===== src/rtl/rtu_pkg.sv =====
package rtu_pkg;

    localparam logic [3:0] OP_ADD = 4'd0;
    localparam logic [3:0] OP_SUB = 4'd1;
    localparam logic [3:0] OP_INC = 4'd2;
    localparam logic [3:0] OP_DEC = 4'd3;
    localparam logic [3:0] OP_CPL = 4'd4;
    localparam logic [3:0] OP_NEG = 4'd5;
    localparam logic [3:0] OP_AND = 4'd6;
    localparam logic [3:0] OP_OR  = 4'd7;
    localparam logic [3:0] OP_XOR = 4'd8;
    localparam logic [3:0] OP_MOV = 4'd9;
    localparam logic [3:0] OP_SHL = 4'd10;
    localparam logic [3:0] OP_SHR = 4'd11;
    localparam logic [3:0] OP_SAR = 4'd12;

    typedef enum logic [1:0] {
        U_ARITH = 2'd0,
        U_LOGIC = 2'd1,
        U_SHIFT = 2'd2,
        U_NONE  = 2'd3
    } unit_e;

    // second adder input source
    typedef enum logic [1:0] {
        B_PLAIN = 2'd0,
        B_INV   = 2'd1,
        B_ZERO  = 2'd2,
        B_ONES  = 2'd3
    } bsel_e;

    typedef enum logic [1:0] {
        L_AND  = 2'd0,
        L_OR   = 2'd1,
        L_XOR  = 2'd2,
        L_PASS = 2'd3
    } lsel_e;

    typedef enum logic [1:0] {
        S_LEFT  = 2'd0,
        S_LRITE = 2'd1,
        S_ARITE = 2'd2,
        S_RSVD  = 2'd3
    } ssel_e;

    typedef struct packed {
        unit_e unit;
        logic  inv_a;
        bsel_e bsel;
        logic  cin;
        lsel_e lsel;
        ssel_e ssel;
    } ctl_t;

    function automatic ctl_t decode_op(input logic [3:0] code);
        ctl_t c;
        c = '{unit: U_NONE, inv_a: 1'b0, bsel: B_ZERO, cin: 1'b0,
              lsel: L_PASS, ssel: S_RSVD};
        case (code)
            OP_ADD: begin c.unit = U_ARITH; c.bsel = B_PLAIN; end
            OP_SUB: begin c.unit = U_ARITH; c.bsel = B_INV; c.cin = 1'b1; end
            OP_INC: begin c.unit = U_ARITH; c.bsel = B_ZERO; c.cin = 1'b1; end
            OP_DEC: begin c.unit = U_ARITH; c.bsel = B_ONES; end
            OP_CPL: begin c.unit = U_ARITH; c.inv_a = 1'b1; c.bsel = B_ZERO; end
            OP_NEG: begin c.unit = U_ARITH; c.inv_a = 1'b1; c.bsel = B_ZERO; c.cin = 1'b1; end
            OP_AND: begin c.unit = U_LOGIC; c.lsel = L_AND; end
            OP_OR:  begin c.unit = U_LOGIC; c.lsel = L_OR; end
            OP_XOR: begin c.unit = U_LOGIC; c.lsel = L_XOR; end
            OP_MOV: begin c.unit = U_LOGIC; c.lsel = L_PASS; end
            OP_SHL: begin c.unit = U_SHIFT; c.ssel = S_LEFT; end
            OP_SHR: begin c.unit = U_SHIFT; c.ssel = S_LRITE; end
            OP_SAR: begin c.unit = U_SHIFT; c.ssel = S_ARITE; end
            default: ;
        endcase
        return c;
    endfunction

endpackage


===== src/rtl/rtu_addsub.sv =====
module rtu_addsub
    import rtu_pkg::*;
#(
    parameter int W = 8
) (
    input  logic [W-1:0] a_i,
    input  logic [W-1:0] b_i,
    input  logic         inv_a,
    input  bsel_e        bsel,
    input  logic         cin,
    output logic [W-1:0] sum_o
);
    logic [W-1:0] x, y;
    logic [W:0]   cy;

    always_comb begin
        x = inv_a ? ~a_i : a_i;
        case (bsel)
            B_PLAIN: y = b_i;
            B_INV:   y = ~b_i;
            B_ZERO:  y = '0;
            default: y = '1;
        endcase
    end

    assign cy[0] = cin;

    for (genvar g = 0; g < W; g++) begin : g_bit
        assign sum_o[g]  = x[g] ^ y[g] ^ cy[g];
        assign cy[g+1]   = (x[g] & y[g]) | (cy[g] & (x[g] ^ y[g]));
    end

    // subtract path: adding b back must give a again
    always_comb begin
        if (!inv_a && bsel == B_INV && cin)
            p_sub_inverse_r3: assert (W'(sum_o + b_i) == a_i);
    end

    // negate path: result plus a wraps to zero
    always_comb begin
        if (inv_a && bsel == B_ZERO && cin)
            p_neg_cancels_r5: assert (W'(sum_o + a_i) == '0);
    end

endmodule


===== src/rtl/rtu_bitwise.sv =====
module rtu_bitwise
    import rtu_pkg::*;
#(
    parameter int W = 8
) (
    input  logic [W-1:0] a_i,
    input  logic [W-1:0] b_i,
    input  lsel_e        lsel,
    output logic [W-1:0] res_o
);
    always_comb begin
        case (lsel)
            L_AND:   res_o = a_i & b_i;
            L_OR:    res_o = a_i | b_i;
            L_XOR:   res_o = a_i ^ b_i;
            default: res_o = a_i;
        endcase
    end

    // xor result never has a bit set where and has one
    always_comb begin
        if (lsel == L_XOR)
            p_xor_disjoint_r6: assert ((res_o & a_i & b_i) == '0);
    end

endmodule


===== src/rtl/rtu_shift1.sv =====
module rtu_shift1
    import rtu_pkg::*;
#(
    parameter int W = 8
) (
    input  logic [W-1:0] a_i,
    input  ssel_e        ssel,
    output logic [W-1:0] res_o,
    output logic         out_bit
);
    localparam int MSB = W - 1;

    always_comb begin
        case (ssel)
            S_LEFT: begin
                res_o   = {a_i[MSB-1:0], 1'b0};
                out_bit = a_i[MSB];
            end
            S_LRITE: begin
                res_o   = {1'b0, a_i[MSB:1]};
                out_bit = a_i[0];
            end
            S_ARITE: begin
                res_o   = {a_i[MSB], a_i[MSB:1]};
                out_bit = a_i[0];
            end
            default: begin
                res_o   = a_i;
                out_bit = 1'b0;
            end
        endcase
    end

    // arithmetic right shift keeps the sign bit
    always_comb begin
        if (ssel == S_ARITE)
            p_sign_kept_r8: assert (res_o[MSB] == a_i[MSB]);
    end

endmodule


===== src/rtl/rtu_hold.sv =====
module rtu_hold #(
    parameter int W = 8
) (
    input  logic         clk,
    input  logic         rst,
    input  logic         ld,
    input  logic [W-1:0] d,
    output logic [W-1:0] q
);
    logic [W-1:0] nxt;

    // feedback multiplexer: re-select own output when not loading
    assign nxt = ld ? d : q;

    always_ff @(posedge clk) begin
        if (rst) q <= '0;
        else     q <= nxt;
    end

    p_clear_r1: assert property (@(posedge clk) rst |=> (q == '0));

    p_keep_r2: assert property (@(posedge clk) disable iff (rst)
        !ld |=> $stable(q));

endmodule


===== src/rtl/rtu_core.sv =====
module rtu_core
    import rtu_pkg::*;
#(
    parameter int W = 8
) (
    input  logic         clk,
    input  logic         rst,
    input  logic         load,
    input  logic [3:0]   op,
    input  logic [W-1:0] opnd_a,
    input  logic [W-1:0] opnd_b,
    output logic [W-1:0] acc_q,
    output logic         spill_q
);
    ctl_t         ctl;
    logic [W-1:0] arith_res, logic_res, shift_res, result;
    logic         shift_bit;
    logic         wr_acc, wr_spill;

    assign ctl = decode_op(op);

    rtu_addsub #(.W(W)) u_add (
        .a_i(opnd_a), .b_i(opnd_b), .inv_a(ctl.inv_a),
        .bsel(ctl.bsel), .cin(ctl.cin), .sum_o(arith_res)
    );

    rtu_bitwise #(.W(W)) u_log (
        .a_i(opnd_a), .b_i(opnd_b), .lsel(ctl.lsel), .res_o(logic_res)
    );

    rtu_shift1 #(.W(W)) u_shf (
        .a_i(opnd_a), .ssel(ctl.ssel), .res_o(shift_res), .out_bit(shift_bit)
    );

    always_comb begin
        case (ctl.unit)
            U_ARITH: result = arith_res;
            U_LOGIC: result = logic_res;
            U_SHIFT: result = shift_res;
            default: result = acc_q;
        endcase
    end

    assign wr_acc   = load && (ctl.unit != U_NONE);
    assign wr_spill = load && (ctl.unit == U_SHIFT);

    rtu_hold #(.W(W)) u_acc (
        .clk(clk), .rst(rst), .ld(wr_acc), .d(result), .q(acc_q)
    );

    rtu_hold #(.W(1)) u_spill (
        .clk(clk), .rst(rst), .ld(wr_spill), .d(shift_bit), .q(spill_q)
    );

    p_spill_keep_r9: assert property (@(posedge clk) disable iff (rst)
        (op < OP_SHL) |=> $stable(spill_q));

    p_unused_op_r10: assert property (@(posedge clk) disable iff (rst)
        (op > OP_SAR) |=> ($stable(acc_q) && $stable(spill_q)));

    p_shl_out_r7: assert property (@(posedge clk) disable iff (rst)
        (load && op == OP_SHL) |=> (spill_q == $past(opnd_a[W-1])
                                    && acc_q[0] == 1'b0));

endmodule


===== config.mk =====
export PLATFORM = sky130hd
export DESIGN_NAME = rtu_core
export DESIGN_NICKNAME = d
export VERILOG_FILES = /design/src/rtl/rtu_pkg.sv /design/src/rtl/rtu_addsub.sv /design/src/rtl/rtu_bitwise.sv /design/src/rtl/rtu_shift1.sv /design/src/rtl/rtu_hold.sv /design/src/rtl/rtu_core.sv
export SDC_FILE = /design/constraint.sdc
export NUM_CORES = 1
export LEC_CHECK = 0
export BUFFER_PORTS_ARGS = -buffer_cell sky130_fd_sc_hd__buf_2
export CAP_MARGIN = 20
export CORE_MARGIN = 10
export CORE_UTILIZATION = 41
export CTS_BUF_LIST = sky130_fd_sc_hd__clkbuf_2
export DETAILED_ROUTE_END_ITERATION = 10
export MAX_ROUTING_LAYER = met4
export PLACE_DENSITY = 0.65
export SYNTH_ARGS = -nofsm -noshare
export SYNTH_HDL_FRONTEND = slang
export SYNTH_SLANG_ARGS = --single-unit
export TNS_END_PERCENT = 30

===== constraint.sdc =====
create_clock -name clk -period 7.56 [get_ports clk]
set_clock_uncertainty 0.05 [all_clocks]
set_input_delay 1.134 -clock clk [delete_from_list [all_inputs] [get_ports clk]]
set_output_delay 1.134 -clock clk [all_outputs]
set_load 0.05 [all_outputs]

==> metrics <==
fin nets=302; TritonCTS buffer count=3; delay of the slowest cell on the worst path=0.64 ns; Yosys reg bits=9; clk root buf=clkbuf_2; DP HPWL=3.79 mm; Setup WS post-layout=2.04 ns; routed wl met3=229 µm; synthesized instance count=236; met2 WL post-DR=2.07 mm; power share of the combinational group=58.2%; maximum root-to-sink buffer count=2; Starting Density=42.6%; drt first pass iters=4; crit path buf inv count=4; post-layout util=45.1%; type of the worst min-delay path=reg -> reg; total core area=4380 µm²; maximum vdd drop=0.0000331 V; dominant synthesized flop cell=dfxtp_1; first-pass GRT wire length=8.06 mm; Placement Cell Area=1960 µm²; met1 WL=2.38 mm; clk_lat worst skew=0.25 ns; number of synthesized flops with an enable pin=0; Req. time, crit path=7.69 ns; IO buf count=31; top sig layer=met4; cts hold-fix bufs=0; async set-reset flop share out of synthesis=0%; worst path arrival time=5.65 ns; vias=1,668; Net Count, Synth=288; clock share of power=15.5%; synthesis-to-finish area growth=5.97%; Routed wire per std cell=15.7 µm; Min Clock Period, post-route=5.52 ns; Crit. End Element=register; vias per std cell=5.54; crit-path max FO=19; P_int=111 µW; synthesized area per cell=7.90 µm²; period utilization=73.1%; post-layout instance area=1980 µm²; RSZ-0062 raised after global routing=no; Die Area=7650 µm²; Final Max Tran Viols=0; DR iter-0 viols=105; status=finished clean; largest net degree at the start of global routing=30; Place WS=1.80 ns; Setup CP Type=in -> reg; Setup crit start kind=primary input; CTS H-Tree Depth=1; maximum clock rate=181 MHz; diode count=0; Rel. slew slack=53.9%; most frequent cells in the layout=buf_2 (31), inv_1 (25), ha_1 (22); number of remaining DRC errors=0; P_sw=95.9 µW; Routed Antenna Nets=0; num rows=24; leakage power=0.881 nW; measured slew at the worst slew-check pin=0.688 ns; CTS tree=done; initial antenna violation count=0; drt total wl=4.72 mm; warnings from Yosys=0; slowest CP cell=nor3b_2; Clock transition at path regs=0.09 ns; postcts setup bufs=0; Die H=87.5 µm; die width=87.5 µm; Seq/Total Area, Yosys=9.66%; Max Cap Viol=0; GRT overflow=0; Pwr Density=105 nW/µm²; Netlist Area Pre-Place=1870 µm²; Final Hold Fails=0; Fin Setup TNS=0 ns; number of I/O pins=32; CP Cell Sequence=buf_2 > nor3b_2 > xnor2_1 > fa_1 > inv_1 > fa_1 > inv_1 > fa_1 > fa_1 > fa_1 > inv_1 > fa_1 > fa_1 > xnor2_1 > xnor2_1 > or4_1 > a41o_1 > a211oi_2; # clock sinks=9; commonest non-fill, non-tap cell in the layout=buf_2; vias in the first global route=1,681; Synth cell types=50; Filler cells=456; RD Place Congestion=0.862; sequential share of power=26.3%; overall routing resource usage=13.2%; Sw Share=46.3%; post-cts sizing count=0; layout cells sized above 1=17.7%; crit-path leading delay family=adder cells; CP most frequent cell=fa_1; # setup viols final=0
## per-stage QoR
stage               power (mW)  hold WS, ns  cells
finish                   0.207        0.409    301
global route             0.226        0.438    301
CTS                      0.209        0.415    301
detailed placement       0.176        0.402    297
global placement         0.174        0.393    297
floorplan                0.149        0.621    236
## cell usage after synthesis (2+ instances only)
| master | n | area share (%) |
|---|---|---|
| and3_1 | 2 | 0.67 |
| nand3b_1 | 2 | 0.80 |
| nand4b_1 | 4 | 1.9 |
| o22ai_1 | 5 | 1.7 |
| nor2_1 | 12 | 2.4 |
| clkbuf_1 | 8 | 1.6 |
| or2_2 | 2 | 0.67 |
| nor2b_1 | 5 | 1.7 |
| buf_2 | 4 | 1.1 |
| nor4bb_1 | 2 | 1.1 |
| ha_1 | 22 | 15 |
| nand2_1 | 15 | 3.0 |
| mux2_2 | 2 | 1.2 |
| fa_1 | 7 | 7.5 |
| xnor2_1 | 17 | 8.0 |
| nand3_1 | 5 | 1.3 |
| a311oi_1 | 5 | 2.3 |
| buf_6 | 4 | 2.4 |
| a221oi_1 | 2 | 0.94 |
| buf_1 | 3 | 0.60 |
| a21oi_1 | 6 | 1.6 |
| buf_4 | 3 | 1.2 |
| o22a_1 | 2 | 0.94 |
| nand2b_1 | 7 | 2.3 |
| dfxtp_1 | 9 | 9.7 |
| mux2i_1 | 6 | 3.2 |
| a22oi_1 | 2 | 0.80 |
| nor3_1 | 3 | 0.80 |
| inv_1 | 25 | 5.0 |
| o211ai_1 | 11 | 4.4 |
| o21ai_0 | 11 | 3.0 |
| a221o_1 | 4 | 2.1 |
| and2_1 | 2 | 0.67 |
## area by class of cell
cell class,count,area (µm²),share of cell area (%)
flip-flops and latches,9,180,9.11
inverters,26,97.6,4.94
multi-input cells,179,1460,73.8
well taps,52,65.1,3.29
repair buffers,31,155,7.85
clock buffers,4,20.0,1.01
## worst reg2reg max path: stages (launching register included)
cell      delay [ns]
dfxtp_1         0.34
a21oi_1         0.05
a41o_1          0.22
a211oi_2        0.18
## power by group through the flow
stage	Combinational, mW	Sequential [mW]	Clock [mW]
final	0.121	0.0545	0.0321
after global routing	0.137	0.0552	0.0346
after detailed placement	0.121	0.0556	0
after floorplan	0.0761	0.0729	0
after global placement	0.119	0.0556	0
after CTS	0.121	0.0546	0.0338
## flip-flops by register name (all words and copies together), names as in the netlist
register and count:
u_acc.q 8, u_spill.q 1
## cells by family (layout without fill, tap and decap cells)
kind of cell             Yosys count  after routing  share of synthesized area, %
XOR/XNOR                          17             17                          7.98
buffers and inverters             48             61                          12.1
AND/OR/NAND/NOR                   70             70                          21.9
flip-flops                         9              9                          9.66
adder cells (fa/ha/maj)           29             29                          22.3
AO/OA/AOI/OAI                     55             55                          21.6
multiplexers                       8              8                          4.43
## path summary, 6_finish.rpt
check,cells past startpoint,slack [ns],start,to
worst max-delay path,18,2.04,op[2],u_acc.q[7]
worst min-delay path,2,0.41,u_spill.q,u_spill.q
worst max register to register,3,6.65,u_acc.q[7],u_acc.q[7]
worst min register to register,2,0.41,u_spill.q,u_spill.q
## routing by layer
layer  track usage [%]  up-vias
li1                  -      857
met1              18.4      767
met2              19.0       40
met3              1.59        4
met4              4.20        0
met5                 -        -
(Power assumes the default switching activity.)
